### src/rtl/serport_lock_pkg.sv
package serport_lock_pkg;

    // Port-selection controller states
    typedef enum logic [1:0] {
        PS_I2C_OPEN = 2'b00,
        PS_I2C_HELD = 2'b01,
        PS_SPI_OPEN = 2'b10,
        PS_SPI_HELD = 2'b11
    } port_state_e;

endpackage

### src/rtl/serport_pin_sync.sv
// Multi-flop synchronizer followed by a one-flop edge detector.
module serport_pin_sync #(
    parameter int STAGES    = 2,
    parameter bit IDLE_LEVEL = 1'b1
) (
    input  logic clk,
    input  logic rst_n,
    input  logic pin_async,
    output logic pin_edge
);

    logic [STAGES-1:0] sync_q;
    logic              prev_q;

    genvar gi;
    generate
        for (gi = 0; gi < STAGES; gi++) begin : g_stage
            if (gi == 0) begin : g_first
                always_ff @(posedge clk or negedge rst_n) begin
                    if (!rst_n) sync_q[0] <= IDLE_LEVEL;
                    else        sync_q[0] <= pin_async;
                end
            end else begin : g_next
                always_ff @(posedge clk or negedge rst_n) begin
                    if (!rst_n) sync_q[gi] <= IDLE_LEVEL;
                    else        sync_q[gi] <= sync_q[gi-1];
                end
            end
        end
    endgenerate

    always_ff @(posedge clk or negedge rst_n) begin
        if (!rst_n) prev_q <= IDLE_LEVEL;
        else        prev_q <= sync_q[STAGES-1];
    end

    assign pin_edge = sync_q[STAGES-1] ^ prev_q;

endmodule

### src/rtl/serport_toggle_count.sv
// Counts synchronized edges; two edges form one toggle.
module serport_toggle_count #(
    parameter int TOGGLES = 3
) (
    input  logic clk,
    input  logic rst_n,
    input  logic count_en,
    input  logic count_clr,
    input  logic pin_edge,
    output logic reached
);

    localparam int EDGE_TGT = 2 * TOGGLES;
    localparam int CW       = $clog2(EDGE_TGT + 1);

    logic [CW-1:0] edge_cnt_q;

    always_ff @(posedge clk or negedge rst_n) begin
        if (!rst_n) begin
            edge_cnt_q <= '0;
        end else if (count_clr) begin
            edge_cnt_q <= '0;
        end else if (count_en && pin_edge) begin
            edge_cnt_q <= edge_cnt_q + 1'b1;
        end
    end

    assign reached = count_en && !count_clr && pin_edge &&
                     (edge_cnt_q == CW'(EDGE_TGT - 1));

endmodule

### src/rtl/serport_sel_fsm.sv
// Port-selection state machine.
module serport_sel_fsm
    import serport_lock_pkg::*;
(
    input  logic clk,
    input  logic rst_n,
    input  logic toggles_done,
    input  logic cfg_wr,
    input  logic cfg_lock_bit,
    input  logic pwr_mode_chg,
    output logic count_en,
    output logic count_clr,
    output logic spi_active,
    output logic port_locked
);

    port_state_e state_q, state_d;

    // Next-state logic
    always_comb begin
        state_d = state_q;
        unique case (state_q)
            PS_I2C_OPEN: begin
                if (cfg_wr && cfg_lock_bit) state_d = PS_I2C_HELD;   // lock-i2c
                else if (pwr_mode_chg)      state_d = PS_I2C_OPEN;
                else if (toggles_done)      state_d = PS_SPI_OPEN;   // switch
            end
            PS_SPI_OPEN: begin
                if (cfg_wr)                 state_d = PS_SPI_HELD;   // lock-spi
                else if (pwr_mode_chg)      state_d = PS_I2C_OPEN;   // fallback
            end
            PS_I2C_HELD:                    state_d = PS_I2C_HELD;
            PS_SPI_HELD:                    state_d = PS_SPI_HELD;
            default:                        state_d = PS_I2C_OPEN;
        endcase
    end

    // State register
    always_ff @(posedge clk or negedge rst_n) begin
        if (!rst_n) state_q <= PS_I2C_OPEN;
        else        state_q <= state_d;
    end

    // Outputs
    always_comb begin
        count_en    = 1'b0;
        count_clr   = 1'b1;
        spi_active  = 1'b0;
        port_locked = 1'b0;
        unique case (state_q)
            PS_I2C_OPEN: begin
                count_en  = 1'b1;
                count_clr = pwr_mode_chg;
            end
            PS_SPI_OPEN: spi_active = 1'b1;
            PS_I2C_HELD: port_locked = 1'b1;
            PS_SPI_HELD: begin
                spi_active  = 1'b1;
                port_locked = 1'b1;
            end
            default: ;
        endcase
    end

endmodule

### src/rtl/serport_lock_ctrl.sv
module serport_lock_ctrl #(
    parameter int SYNC_STAGES    = 2,
    parameter int TOGGLES_TO_SPI = 3
) (
    input  logic clk,
    input  logic rst_n,
    input  logic cs_pin,
    input  logic cfg_wr,
    input  logic cfg_lock_bit,
    input  logic pwr_mode_chg,
    output logic spi_active,
    output logic port_locked
);

    logic pin_edge;
    logic toggles_done;
    logic count_en;
    logic count_clr;

    serport_pin_sync #(
        .STAGES     (SYNC_STAGES),
        .IDLE_LEVEL (1'b1)
    ) u_sync (
        .clk       (clk),
        .rst_n     (rst_n),
        .pin_async (cs_pin),
        .pin_edge  (pin_edge)
    );

    serport_toggle_count #(
        .TOGGLES (TOGGLES_TO_SPI)
    ) u_count (
        .clk       (clk),
        .rst_n     (rst_n),
        .count_en  (count_en),
        .count_clr (count_clr),
        .pin_edge  (pin_edge),
        .reached   (toggles_done)
    );

    serport_sel_fsm u_fsm (
        .clk          (clk),
        .rst_n        (rst_n),
        .toggles_done (toggles_done),
        .cfg_wr       (cfg_wr),
        .cfg_lock_bit (cfg_lock_bit),
        .pwr_mode_chg (pwr_mode_chg),
        .count_en     (count_en),
        .count_clr    (count_clr),
        .spi_active   (spi_active),
        .port_locked  (port_locked)
    );

endmodule

### config.mk
export PLATFORM = sky130hd
export DESIGN_NAME = serport_lock_ctrl
export DESIGN_NICKNAME = d
export VERILOG_FILES = /design/src/rtl/serport_lock_pkg.sv /design/src/rtl/serport_pin_sync.sv /design/src/rtl/serport_toggle_count.sv /design/src/rtl/serport_sel_fsm.sv /design/src/rtl/serport_lock_ctrl.sv
export SDC_FILE = /design/constraint.sdc
export NUM_CORES = 1
export LEC_CHECK = 0
export ABC_AREA = 0
export BUFFER_PORTS_ARGS = -buffer_cell sky130_fd_sc_hd__buf_2
export CAP_MARGIN = 20
export CORE_AREA = 2 2 39 41
export CTS_CLUSTER_SIZE = 30
export DETAILED_ROUTE_END_ITERATION = 8
export DIE_AREA = 0 0 41 43
export PLACE_DENSITY = 0.46
export RECOVER_POWER = 25
export SETUP_SLACK_MARGIN = 0.5
export SYNTH_ARGS = -nofsm -noshare
export SYNTH_HDL_FRONTEND = slang
export SYNTH_SLANG_ARGS = --single-unit
### constraint.sdc
create_clock -name clk -period 1.3 [get_ports clk]
set_clock_uncertainty 0.05 [all_clocks]
set_input_delay 0.13 -clock clk [delete_from_list [all_inputs] [get_ports clk]]
set_output_delay 0.13 -clock clk [all_outputs]
set_load 0.005 [all_outputs]
==> summary.txt, run 1 <==
STA
  – Min Hold Slack: just over 0.09 ns
  – Endpoints failing setup: 0
  – Slew Limit Headroom: 0.715
  – Final period util: 0.937
  – Least-Margin Pin Slew: between 0.4 and 0.5 ns
  – Minimum clock period: 1.22 ns
  – Total negative slack: 0 ns
  – RSZ-0062 raised after global routing: yes
  – Final Hold Viols: 0
  – Peak Freq: approximately 820 MHz
  – Max-slew violation count: 0
  – Post-route setup slack: 0.0818 ns

Worst hold path
  – Hold/Removal Path Class: in2reg

Logic synthesis
  – Mux share of post-synthesis cell area: 0
  – Post-Synth Simple-Gate Area: 0.109
  – Commonest cells in the netlist: dfrtp_1, nor2_1, dfstp_2
  – Yosys top cell area share: 0.340
  – Synth Cell Area: about 370 um2
  – Most common cell in the netlist: dfrtp_1
  – Flop and latch count out of synthesis: 8
  – Adder-cell share of the synthesized area: 0.0680
  – Synthesized Nets: 38
  – Combinational family with the most area after synthesis: compound AO/OA/AOI/OAI gates
  – Post-Synthesis Cells: 30
  – Yosys top cell by area: dfrtp_1
  – EDFF count, synth: 0
  – Compound-gate portion of the synthesized area: 0.143
  – Ys flop type: dfrtp_1
  – Ys async rst share: 1.00
  – Yosys cell types: 18
  – Synth warn: 0
  – Top post-synthesis cells by area: dfrtp_1, dfstp_2, ha_1, xor2_2, nor2_1
  – Xor and xnor area share after synthesis: 0.0680
  – Syn avg cell area: ~12 um2
  – Seq/Total Area, Yosys: 0.554

Setup path
  – R2R setup slack: a little over 0.08 ns
  – Req. time, crit path: approximately 1.4 ns
  – Crit-path max FO: 5
  – Worst r2r src: u_sync.sync_q[1]$_DFF_PN1_
  – Worst Setup Path Type: reg2reg
  – Setup crit end kind: flop
  – Worst EP arrival: roughly 1.3 ns
  – Reg2Reg Capture Point: u_count.edge_cnt_q[1]$_DFFE_PN0P_
  – Slowest CP cell: dfstp_2
  – Setup crit end: u_count.edge_cnt_q[1]$_DFFE_PN0P_
  – Crit-path cells: xor2_4 -> buf_12 -> nor2_2 -> a211oi_2
  – CP max stage delay: just under 0.6 ns
  – CP Launch Type: flop
  – Worst r2r path cells: 4
  – Crit path from: u_sync.sync_q[1]$_DFF_PN1_

Cells and area
  – Nets: 54
  – ANT cells: 0
  – Area growth syn-to-layout: 50.0%
  – Share of post-route cells with drive strength above 1: 0.600
  – Finished Layout Cells: 61

Floorplan
  – # IOs: 8
  – Core area: 1380 um2
  – Die W: ~41 um
  – Starting Density: 0.266
  – Die height: 43 um
  – DIE AREA: 1760 um2
  – FP Rows: 14

Pwr
  – Cell Pwr Density: roughly 930 nW/um2
  – Max VDD drop: 0.487 mV
  – Tot Pwr: between 500 and 600 uW
  – Switching part of the total: 0.210
  – Clk pwr share: 0.380
  – Internal: between 400 and 500 uW
  – Gate power share: 0.109
  – Sequential Power Share: 0.512
  – Psw: around 110 uW
  – Pleak: 0.230 nW

Clocking
  – CTS tree: built
  – # clock sinks: 8
  – Inserted Clock Buffers: 3
  – Worst skew pair latency: between 0.2 and 0.3 ns
  – CTS H-tree lvls: 1
  – Clock Tree Root: clkbuf_4
  – Clk pin slew, worst setup/hold paths: ~0.050 ns
  – Clock Tree Buf Depth: 2

Detailed routing
  – Vias: 263
  – Vias per Instance: ~4.3
  – DRT antenna net count: 0
  – DR iter-0 viols: 2
  – DRC: 0
  – Wire per inst: around 11 um
  – TritonRoute pass-1 iters: 2
  – WL final: between 600 and 700 um

Placed design
  – DP Worst Slack: 0.0481 ns
  – IO Port Bufs: 7
  – Post-Place Cells: around 50
  – Gpl congestion: between 0.6 and 0.7

GRT
  – Gr ovfl total: 0
  – Gr usage total: 0.106
  – Largest net degree at the start of global routing: 9
  – Initial antenna violation count: 0
  – Vias in the first global route: approximately 290
  – First-pass GRT wire length: roughly 1.2 mm

Flow run
  – MaxCap Viol Count: 0

Status
  – Outcome: finished clean
per-stage QoR:
stage	util	area [um2]
2_1_floorplan	-	380
3_3_place_gp	0.305	422
3_5_place_dp	0.305	422
4_1_cts	0.392	542
5_1_grt	0.399	552
6_report	0.399	552
worst min-delay path by stage:
stage                      start                                 to  depth (start not counted)
floorplan                  rst_n  u_count.edge_cnt_q[0]$_DFFE_PN0P_                          0
global route        cfg_lock_bit       u_fsm.state_q[0]$_DFFE_PN0P_                          3
CTS                 cfg_lock_bit       u_fsm.state_q[0]$_DFFE_PN0P_                          3
finish              cfg_lock_bit       u_fsm.state_q[0]$_DFFE_PN0P_                          3
global placement           rst_n  u_count.edge_cnt_q[2]$_DFFE_PN0P_                          1
detailed placement         rst_n  u_count.edge_cnt_q[2]$_DFFE_PN0P_                          1
per-layer routing:
layer	GRT usage	routed length [um]	up-vias
li1	-	-	130
met1	0.130	260	128
met2	0.159	368	5
met3	0.0314	44	0
met4	0.0600	0	0
met5	0	0	-
sequential cells by signal, summed over array words and instances, names as in the netlist:
signal	count
u_count.edge_cnt_q	3
u_sync.sync_q	2
u_fsm.state_q	2
u_sync.prev_q	1
kinds of logic after synthesis:
| family | Yosys count |
|---|---|
| adder cells (fa/ha/maj) | 2 |
| XOR/XNOR | 2 |
| AND/OR/NAND/NOR | 8 |
| flip-flops | 8 |
| buffers and inverters | 4 |
| AO/OA/AOI/OAI | 6 |
critical path, delay by kind of cell, from the launching register on:
kind	cells	cell delay, ns
flops	1	0.58
xor+xnor	1	0.19
buf+inv	1	0.14
compound gates	1	0.14
simple gates	1	0.04
power by group through the flow:
stage / combinational (mW) / sequential, mW / clock (mW)
floorplan: 0.0140 / 0.267 / 0
global placement: 0.0287 / 0.267 / 0
detailed placement: 0.0293 / 0.268 / 0
CTS: 0.0536 / 0.263 / 0.208
global route: 0.0609 / 0.264 / 0.235
finish: 0.0559 / 0.264 / 0.196
placed cells by master, fill, tap and decap left out:
cell type	instances
clkbuf_4	3
inv_1	2
o21ai_2	1
ha_2	1
nand2_2	1
or3_4	1
a211oi_2	2
buf_4	1
clkbuf_1	2
a31o_1	1
nor2_1	3
nand2_1	1
nor2_2	1
ha_1	1
nand2b_1	1
dfrtp_1	5
xor2_4	1
a22o_2	1
a2111oi_2	1
buf_12	1
dlygate4sd3_1	2
buf_2	5
dfstp_2	3
buf_6	3
xnor2_2	1
cell type report:
cell class / count / area, um2
fillers: 134 / 832
inverters: 2 / 7.51
flip-flops and latches: 8 / 204
repair buffers: 13 / 110
well taps: 16 / 20.0
clock buffers: 4 / 26.3
multi-input cells: 18 / 184
what timing repair did:
item	in CTS	in global routing
pin swaps	6	3
gates resized for setup	9	2
hold buffers	2	0
setup endpoints to repair	7	7
buffers inserted	4	0
endpoints found under the hold margin	9	0
No activity file was read; power rests on OpenSTA's default activity.
==> run 2: changes to the inputs <==
--- a/config.mk
+++ b/config.mk
@@ -13,5 +13,5 @@
 export DETAILED_ROUTE_END_ITERATION = 8
 export DIE_AREA = 0 0 41 43
-export PLACE_DENSITY = 0.46
+export PLACE_DENSITY = 0.48
 export RECOVER_POWER = 25
 export SETUP_SLACK_MARGIN = 0.5
==> constraint.sdc (replaced) <==
create_clock -name clk -period 1 [get_ports clk]
set_clock_uncertainty 0.05 [all_clocks]
set_input_delay 0.15 -clock clk [delete_from_list [all_inputs] [get_ports clk]]
set_output_delay 0.15 -clock clk [all_outputs]
set_load 0.005 [all_outputs]
==> run 2 against run 1 <==
  * The run now ends with negative hold slack, negative setup slack left
  * Final cell count up 3.3%
  * Register-to-register slack worse by 0.32 ns
  * Clock power up 38%
  * Clock-buffer cell count unchanged
==> summary.txt, run 2 (synthesis results as in run 1) <==
Floorplan
  – Die W: 41 um (unchanged)
  – Starting Density: 0.266 (unchanged)
  – DIE AREA: 1760 um2 (unchanged)
  – # IOs: 8 (unchanged)
  – FP Rows: 14 (unchanged)
  – Core area: 1380 um2 (unchanged)
  – Die height: 43 um (unchanged)

Pwr
  – Psw: 153 uW (+42%)
  – Switching part of the total: 0.230 (+0.0202)
  – Max VDD drop: 0.916 mV (+88%)
  – Gate power share: 0.079 (-0.030)
  – Sequential Power Share: 0.515 (+0.003)
  – Tot Pwr: 666 uW (+29%)
  – Cell Pwr Density: 1190 nW/um2 (+28%)
  – Clk pwr share: 0.405 (+0.025)
  – Pleak: 0.237 nW (+3.2%)
  – Internal: 513 uW (+26%)

Setup path
  – Worst r2r src: u_sync.sync_q[1]$_DFF_PN1_
  – Worst Setup Path Type: reg2reg
  – Crit path from: u_sync.sync_q[1]$_DFF_PN1_
  – CP Launch Type: flop
  – Setup crit end kind: flop
  – Crit-path max FO: 6 (+1)
  – Worst EP arrival: 1.35 ns (+0.02 ns)
  – Req. time, crit path: 1.11 ns (-0.30 ns)
  – R2R setup slack: -0.24 ns (-0.32 ns)

Cells and area
  – Max reg flops: 3 (unchanged)
  – Largest Register: u_count.edge_cnt_q
  – Area growth syn-to-layout: 51.7%
  – ANT cells: 0 (unchanged)
  – Share of post-route cells with drive strength above 1: 0.574 (-0.0255)
  – Commonest cells after routing, fill and taps aside: buf_6, dfrtp_1, nor2_1, buf_2, buf_4
  – Largest regs: u_count.edge_cnt_q (3), u_fsm.state_q (2), u_sync.sync_q (2)
  – Nets: 56 (+3.7%)
  – Finished Layout Cells: 63 (+3.3%)
  – Commonest non-fill, non-tap cell in the layout: buf_6

STA
  – Final Hold Viols: 6 (+6)
  – Post-route setup slack: -0.240 ns (-0.321 ns)
  – Endpoints failing setup: 6 (+6)
  – Least-Margin Pin Slew: 0.443 ns (+0.0150 ns)
  – Min Hold Slack: -0.255 ns (-0.346 ns)
  – RSZ-0062 raised after global routing: yes
  – Minimum clock period: 1.24 ns (+0.0215 ns)
  – Max-slew violation count: 0 (unchanged)
  – Peak Freq: 807 MHz (-1.7%)
  – Final period util: 1.24 (+0.303)
  – Total negative slack: -0.940 ns (-0.940 ns)
  – Slew Limit Headroom: 0.705 (-0.0100)

Detailed routing
  – Top sig layer: met4
  – WL met3: 20 um (-55%)
  – DR iter-0 viols: 4 (+2)
  – Wire per inst: 12.4 um (+12%)
  – Vias per Instance: 4.43 (+2.7%)
  – DRT antenna net count: 0 (unchanged)
  – Met2 WL post-DR: 417 um (+13%)
  – DRC: 0 (unchanged)
  – WL final: 780 um (+16%)
  – TritonRoute pass-1 iters: 4 (+2)
  – Wire length on met1: 324 um (+25%)
  – Vias: 279 (+6.1%)

GRT
  – Gr usage total: 0.109 (+0.00236)
  – First-pass GRT wire length: 1.25 mm (+1.6%)
  – Gr ovfl total: 0 (unchanged)
  – Vias in the first global route: 309 (+7.3%)
  – Initial antenna violation count: 0 (unchanged)
  – Largest net degree at the start of global routing: 9 (unchanged)

Clocking
  – Worst skew pair latency: 0.26 ns (about the same)
  – Clk pin slew, worst setup/hold paths: 0.07 ns (+0.02 ns)
  – Inserted Clock Buffers: 3 (unchanged)
  – # clock sinks: 8 (unchanged)
  – CTS tree: built
  – CTS H-tree lvls: 1 (unchanged)
  – Clock Tree Root: clkbuf_4
  – Clock Tree Buf Depth: 2 (unchanged)

Flow run
  – MaxCap Viol Count: 0 (unchanged)

Placed design
  – DP Worst Slack: -0.293 ns (-0.341 ns)
  – IO Port Bufs: 7 (unchanged)
  – Gpl congestion: 0.706 (+2.8%)
  – DP HPWL: roughly 500 um
  – Post-Place Cells: 56 (+9.8%)

Worst hold path
  – Hold/Removal Path Class: in2async

Status
  – Outcome: finished, violations left
  – Failing checks: negative hold slack, negative setup slack
## run 2: metrics by stage
stage	cell area, um2	utilization
finish	558	0.403
global route	558	0.403
global placement	459	0.332
detailed placement	459	0.332
floorplan	375	-
CTS	533	0.385
## run 2: final timing paths
path	endpoint	cells past startpoint
max in group asynchronous	u_sync.sync_q[0]$_DFF_PN1_	1
worst min-delay path	u_fsm.state_q[0]$_DFFE_PN0P_	1
min in group clk	u_sync.sync_q[0]$_DFF_PN1_	1
worst min register to register	u_sync.sync_q[1]$_DFF_PN1_	0
worst max-delay path	u_count.edge_cnt_q[2]$_DFFE_PN0P_	3
worst max register to register	u_count.edge_cnt_q[2]$_DFFE_PN0P_	3
## run 2: worst max-delay path, stage by stage (launching register included)
cell and delay [ns]:
dfstp_2 0.58, xor2_4 0.23, a211oi_2 0.10, a31o_1 0.19
## run 2: layer usage
metal,vias to the layer above,track usage
met2,6,0.178
met5,-,0
met3,2,0.0209
li1,133,-
met4,0,0.0800
met1,138,0.114
## run 2: layout make-up
cell class | instances | area, um2
fillers | 131 | 826
multi-input cells | 18 | 179
well taps | 16 | 20.0
clock buffers | 4 | 26.3
flip-flops and latches | 8 | 204
repair buffers | 15 | 121
inverters | 2 | 7.51
## run 2: power groups by stage
| stage | clock (mW) | combinational (mW) | sequential (mW) |
|---|---|---|---|
| final | 0.270 | 0.0528 | 0.343 |
| after global routing | 0.292 | 0.0571 | 0.343 |
| after CTS | 0.279 | 0.0455 | 0.343 |
| after detailed placement | 0 | 0.0387 | 0.348 |
| after global placement | 0 | 0.0390 | 0.348 |
| after floorplan | 0 | 0.0184 | 0.347 |
## run 2: repair_timing
action,CTS,global route
setup buffers,2,1
pin swaps,6,3
endpoints found under the setup margin,9,9
hold endpoints to repair,9,9
resized for setup,7,3
